$ cat config.mk
export PLATFORM = sky130hd
export DESIGN_NAME = subcode_assembler
export DESIGN_NICKNAME = d
export VERILOG_FILES = /design/src/rtl/subcode_pkg.sv /design/src/rtl/sc_framer.sv /design/src/rtl/sc_packer.sv /design/src/rtl/subcode_assembler.sv
export SDC_FILE = /design/constraint.sdc
export NUM_CORES = 1
export LEC_CHECK = 0
export BUFFER_PORTS_ARGS = -buffer_cell sky130_fd_sc_hd__buf_2
export CORE_MARGIN = 1.5
export CORE_UTILIZATION = 59
export CTS_CLUSTER_SIZE = 8
export DETAILED_ROUTE_END_ITERATION = 16
export PLACE_DENSITY = 0.81
export SLEW_MARGIN = 10
export SYNTH_ARGS = -nofsm -noshare
export SYNTH_HDL_FRONTEND = slang
export SYNTH_SLANG_ARGS = --single-unit
$ cat constraint.sdc
create_clock -name clk -period 3.55 [get_ports clk]
set_clock_uncertainty 0.2 [all_clocks]
set_input_delay 0 -clock clk [delete_from_list [all_inputs] [get_ports clk]]
set_output_delay 0 -clock clk [all_outputs]
set_load 0.02 [all_outputs]
$ cat src/rtl/subcode_pkg.sv
package subcode_pkg;
  localparam int SYM_W   = 8;
  localparam int PAYLOAD = 96;
  localparam int IDX_W   = $clog2(PAYLOAD + 1);
  localparam int Q_POS   = 6;
  localparam int U_GROUP = 4;
  localparam int Q_GROUP = 32;

  typedef enum logic {
    FR_HUNT  = 1'b0,
    FR_TRACK = 1'b1
  } frame_e;
endpackage

$ cat src/rtl/sc_framer.sv
module sc_framer
  import subcode_pkg::*;
#(
  parameter int SW    = SYM_W,
  parameter int NPAY  = PAYLOAD,
  parameter int IW    = IDX_W
) (
  input  logic          clk,
  input  logic          rst_n,
  input  logic          sym_valid,
  input  logic [SW-1:0] sym_data,
  input  logic          sync_valid,
  input  logic [1:0]    sync_cnt,
  output logic          put_valid,
  output logic [SW-1:0] put_data,
  output logic [IW-1:0] put_idx
);
  localparam logic [IW-1:0] GAP_IDX = IW'(NPAY);

  frame_e        st, st_n;
  logic [IW-1:0] idx, idx_n;
  logic [1:0]    slots, slots_n;
  logic          bad, bad_n;
  logic [2:0]    slot_sum;

  assign slot_sum = {1'b0, slots} + {1'b0, sync_cnt};

  always_comb begin
    st_n      = st;
    idx_n     = idx;
    slots_n   = slots;
    bad_n     = bad;
    put_valid = 1'b0;
    put_data  = '0;
    put_idx   = idx;
    if (st == FR_HUNT) begin
      if (sync_valid && sync_cnt == 2'd2) begin
        st_n  = FR_TRACK;
        idx_n = '0;
        bad_n = 1'b0;
      end
    end else if (idx != GAP_IDX) begin
      slots_n = '0;
      if (sym_valid) begin
        put_valid = 1'b1;
        put_data  = sym_data;
        idx_n     = idx + 1'b1;
      end else if (sync_valid && sync_cnt != 2'd0) begin
        put_valid = 1'b1;
        idx_n     = idx + 1'b1;
      end
    end else begin
      if (sym_valid) begin
        if (slots < 2'd2) begin
          slots_n = slots + 1'b1;
        end else if (slots == 2'd3 && bad) begin
          st_n = FR_HUNT;
        end else begin
          bad_n     = (slots == 2'd3);
          put_valid = 1'b1;
          put_data  = sym_data;
          put_idx   = '0;
          idx_n     = IW'(1);
        end
      end else if (sync_valid) begin
        slots_n = slot_sum[2] ? 2'd3 : slot_sum[1:0];
      end
    end
  end

  always_ff @(posedge clk) begin
    if (!rst_n) begin
      st    <= FR_HUNT;
      idx   <= '0;
      slots <= '0;
      bad   <= 1'b0;
    end else begin
      st    <= st_n;
      idx   <= idx_n;
      slots <= slots_n;
      bad   <= bad_n;
    end
  end

  AST_IDX_BOUND: assert property (@(posedge clk) disable iff (!rst_n)
    idx <= GAP_IDX);
  AST_HUNT_SILENT: assert property (@(posedge clk) disable iff (!rst_n)
    (st == FR_HUNT) |-> !put_valid);
  AST_PUT_IN_RANGE: assert property (@(posedge clk) disable iff (!rst_n)
    put_valid |-> (put_idx < GAP_IDX));
endmodule

$ cat src/rtl/sc_packer.sv
module sc_packer #(
  parameter int DW    = 8,
  parameter int GROUP = 4,
  parameter int IW    = 7
) (
  input  logic               clk,
  input  logic               rst_n,
  input  logic               put_valid,
  input  logic [DW-1:0]      put_data,
  input  logic [IW-1:0]      put_idx,
  input  logic               clr,
  output logic [DW*GROUP-1:0] word,
  output logic               full,
  output logic               ovr,
  output logic               loaded
);
  localparam int REG_W = DW * GROUP;
  localparam int ACC_W = REG_W - DW;

  logic [ACC_W-1:0] acc;
  logic [REG_W-1:0] ext;

  assign ext    = {acc, put_data};
  assign loaded = put_valid && ((put_idx % IW'(GROUP)) == IW'(GROUP - 1));

  always_ff @(posedge clk) begin
    if (!rst_n) begin
      acc  <= '0;
      word <= '0;
      full <= 1'b0;
      ovr  <= 1'b0;
    end else begin
      if (put_valid) acc <= ext[ACC_W-1:0];
      if (loaded) word <= ext;
      if (loaded) full <= 1'b1;
      else if (clr) full <= 1'b0;
      if (loaded && full && !clr) ovr <= 1'b1;
      else if (clr) ovr <= 1'b0;
    end
  end

  AST_FULL_STICKY: assert property (@(posedge clk) disable iff (!rst_n)
    (full && !clr) |=> full);
  AST_LOAD_SETS_FULL: assert property (@(posedge clk) disable iff (!rst_n)
    loaded |=> full);
  AST_OVR_CAUSE: assert property (@(posedge clk) disable iff (!rst_n)
    $rose(ovr) |-> $past(full));
endmodule

$ cat src/rtl/subcode_assembler.sv
module subcode_assembler
  import subcode_pkg::*;
(
  input  logic        clk,
  input  logic        rst_n,
  input  logic        sym_valid,
  input  logic [7:0]  sym_data,
  input  logic        sync_valid,
  input  logic [1:0]  sync_cnt,
  input  logic        u_clr,
  input  logic        q_clr,
  output logic [31:0] u_word,
  output logic        u_full,
  output logic        u_ovr,
  output logic [31:0] q_word,
  output logic        q_full,
  output logic        q_ovr
);
  logic             put_valid;
  logic [SYM_W-1:0] put_data;
  logic [IDX_W-1:0] put_idx;
  logic             u_loaded, q_loaded;

  sc_framer #(.SW(SYM_W), .NPAY(PAYLOAD), .IW(IDX_W)) u_framer (
    .clk(clk), .rst_n(rst_n),
    .sym_valid(sym_valid), .sym_data(sym_data),
    .sync_valid(sync_valid), .sync_cnt(sync_cnt),
    .put_valid(put_valid), .put_data(put_data), .put_idx(put_idx)
  );

  sc_packer #(.DW(SYM_W), .GROUP(U_GROUP), .IW(IDX_W)) u_upack (
    .clk(clk), .rst_n(rst_n),
    .put_valid(put_valid), .put_data(put_data), .put_idx(put_idx),
    .clr(u_clr), .word(u_word), .full(u_full), .ovr(u_ovr), .loaded(u_loaded)
  );

  sc_packer #(.DW(1), .GROUP(Q_GROUP), .IW(IDX_W)) u_qpack (
    .clk(clk), .rst_n(rst_n),
    .put_valid(put_valid), .put_data(put_data[Q_POS]), .put_idx(put_idx),
    .clr(q_clr), .word(q_word), .full(q_full), .ovr(q_ovr), .loaded(q_loaded)
  );

  AST_Q_WITH_U: assert property (@(posedge clk) disable iff (!rst_n)
    q_loaded |-> u_loaded);
endmodule

==> impl_summary.log <==
INFO  metric run_status = complete, no violations
INFO  metric post_synth_xor_xnor_area = 0%
INFO  metric power_density = 558 nW/um2
INFO  metric setup.worst_path.class = flop to flop
INFO  metric syn_area_per_cell = 8.30 um2
INFO  metric grt_start_max_net_pins = 90
INFO  metric top_reg_cell_synth = dfxtp_1
INFO  metric wl = 10800 um
INFO  metric slew_violations = 0
INFO  metric net_count_final = 702
INFO  metric cp-end-kind = flop
INFO  metric area_growth = 25.2%
INFO  metric syn_area = 4930 um2
INFO  metric power.static_leakage = 2.39 nW
INFO  metric number_of_antenna_violations_at_the_first_check_in_global_routing = 0
INFO  metric floorplan.initialDensity = 60.3%
INFO  metric layout_min_cycle_time = 3.24 ns
INFO  metric viasPerCell = 5.50
INFO  metric r2r-start = u_framer.idx[0]
INFO  metric yosys.area_share.simple = 21.9%
INFO  metric grt_pass1_wl = 17800 um
INFO  metric cts_tree = done
INFO  metric rr_endpoint = u_upack.acc[2]
INFO  metric ys_ff_latch = 131
INFO  metric ys_async_sr_fraction = 0%
INFO  metric worst_r2r_path_depth = 8
INFO  metric final_layout_size_suffix_gt1_share = 18.3%
INFO  metric dominant_combinational_cell_family_by_area_after_synthesis = simple AND/OR/NAND/NOR gates
INFO  metric fin_hold_ws = 0.104 ns
INFO  metric min-delay-start = sym_data[1]
INFO  metric timing.critical_path.from_type = flop
INFO  metric postRouteAntennaNets = 0
INFO  metric synth.net_count = 615
INFO  metric ys_seq_area_share = 53.2%
INFO  metric ff2ff_setup_slack = 0.31 ns
INFO  metric cts_root_buf = clkbuf_8
INFO  metric core_area = 8180 um2
INFO  metric yosys-mux-area-fraction = 0.431%
INFO  metric irDropWorstVdd = 0.368 mV
INFO  metric yosys-top-cells-count = nand2_1, dfxtp_1, a21oi_1, nand3_1, o21ai_0
INFO  metric rows = 33
INFO  metric multi_input_area = 2040 um2
INFO  metric clkSlewWorstSetupHoldPaths = 0.06 ns
INFO  metric clock-sinks = 131
INFO  metric drt_pass1_iterations = 5
INFO  metric drt-initial-drc-count = 359
INFO  metric timing.critical_path.fanout_max = 42
INFO  metric timing.max_slew.rel_slack = 34.7%
INFO  metric final_design_area_no_fill = 6170 um2
INFO  metric cts_buffers = 17
INFO  metric placement.io_buffers = 83
INFO  metric grt_overflow = 0
INFO  metric cts_max_path_buffers = 2
INFO  metric cp.required = 3.74 ns
INFO  metric yosysTopAreaCellShare = 53.2%
INFO  metric drc = 0
INFO  metric cts_max_level = 4
INFO  metric floorplan.die.height = 94.4 um
INFO  metric holdPathStages = 4
INFO  metric share_of_the_synthesized_area_in_compound_gates_ao_oa_aoi_oai = 17.4%
INFO  metric synth.yosys.warnings = 0
INFO  metric post_route_clock_period_utilization = 91.3%
INFO  metric finalSetupViolations = 0
INFO  metric synthAdderAreaFrac = 1.42%
INFO  metric floorplan.die_area = 8920 um2
INFO  metric dieWidth = 94.4 um
INFO  metric synth_top_cell_by_area = dfxtp_1
INFO  metric post_cts_resize_count = 0
INFO  metric syn-instance-count = 594
INFO  metric cp.arrival = 3.43 ns
INFO  metric fmaxAchievable = 308 MHz
INFO  metric rsz0062_at_grt = no
INFO  metric fillerInstances = 578
INFO  metric post_drt_wl_per_cell = 13.6 um
INFO  metric max-cap-violations = 0
INFO  metric io-pin-count = 84
INFO  metric hold_viol_final = 0
INFO  metric synth_enable_flop_cells = 0
INFO  metric antenna-diode-count = 0
INFO  metric hold_path_end = u_upack.word[1]
INFO  metric number_of_global_route_vias_before_repair = 3892
INFO  metric detailedPlacementHpwl = 6510 um
INFO  metric rd_place_congestion = 0.899
INFO  metric route.vias.total = 4391
INFO  metric tightest_slew = 0.972 ns
INFO  metric ff_latch_area = 2620 um2
INFO  metric holdCritPathClass = primary input to flop
INFO  metric setup-tns-final = 0 ns
INFO  metric synth_area_leaders = dfxtp_1, nand2_1, a21oi_1, nand3_1, o21ai_0
INFO  metric clkLatencyLatePin = 0.51 ns
INFO  metric yosysUniqueCellTypes = 44
INFO  metric grt_util_all_layers = 25.1%
INFO  metric yosysMostFrequentCell = nand2_1
INFO  metric cell_area_after_placement = 5270 um2
flip-flops by register name, summed over array words and instances (netlist names):
register        cells
u_qpack.full        1
u_upack.ovr         1
u_framer.idx        7
u_upack.full        1
u_upack.acc        24
u_framer.slots      2
u_qpack.word       32
u_framer.bad        1
u_framer.st         1
u_upack.word       32
u_qpack.acc        28
u_qpack.ovr         1
worst max-delay path by stage:
| stage | startpoint | end | cells past startpoint |
|---|---|---|---|
| after floorplan | u_framer.idx[2] | u_qpack.word[28] | 9 |
| after global placement | u_framer.idx[0] | u_qpack.word[0] | 7 |
| after detailed placement | u_framer.idx[0] | u_qpack.word[2] | 7 |
| after CTS | u_framer.idx[0] | u_upack.acc[3] | 8 |
| after global routing | u_framer.idx[0] | u_upack.acc[5] | 8 |
| final | u_framer.idx[0] | u_upack.acc[2] | 8 |
cell families after synthesis:
kind of cell	after synthesis
adder cells (fa/ha/maj)	5
AO/OA/AOI/OAI	149
AND/OR/NAND/NOR	253
multiplexers	2
buffers and inverters	54
flip-flops	131
where the power goes:
part	switching [mW]	internal [mW]	total, mW
combinational	0.0662	0.0351	0.101
sequential	0.00548	1.47	1.48
clock	0.647	1.22	1.87
stage by stage:
step	power [mW]	setup slack [ns]	cells	utilization [%]
after floorplan	1.57	1.35	594	-
after global placement	1.59	0.553	741	64.4
after detailed placement	1.59	0.488	741	64.4
after CTS	3.47	0.352	799	75.5
after global routing	3.56	0.136	799	75.5
final	3.45	0.307	799	75.5
placed cells by master (no fill, tap or decap), drive strengths merged, types with 6 or more instances in the layout:
| cell | count |
|---|---|
| a21oi | 70 |
| a22o | 8 |
| nor2 | 17 |
| nand3 | 52 |
| inv | 11 |
| buf | 87 |
| nand2 | 164 |
| a22oi | 8 |
| dlygate4sd3 | 26 |
| dfxtp | 131 |
| o21ai | 50 |
| clkinv | 6 |
| clkbuf | 17 |
layout make-up:
class                           instances  area share [%]
Clock buffer                           17            6.71
Clock inverter                         15            3.75
Inverter                                9           0.547
Multi-Input combinational cell        409            33.0
Sequential cell                       131            42.5
Tap cell                              105            2.13
Timing Repair Buffer                  113            11.4
worst max-delay path, stage by stage, from the launching register on:
cell and delay (ns):
dfxtp_1 0.45, inv_1 0.07, ha_1 0.19, nand2_1 0.23
o21ai_1 0.21, a21oi_4 0.79, nor2_4 0.14, a22o_1 0.28
dlygate4sd3_1 0.56
routing by layer:
| metal | vias to the layer above | GRT usage (%) | wire (um) |
|---|---|---|---|
| met5 | - | 0 | 0 |
| met4 | 0 | 6.84 | 96 |
| met2 | 151 | 39.9 | 5130 |
| met3 | 13 | 7.00 | 640 |
| li1 | 2193 | - | - |
| met1 | 2034 | 33.7 | 4980 |
timing repair:
item                      4_1_cts  5_1_grt
hold buffers                   26        0
buffers inserted                0        0
hold endpoints to repair       32        0
(Power assumes the default switching activity.)
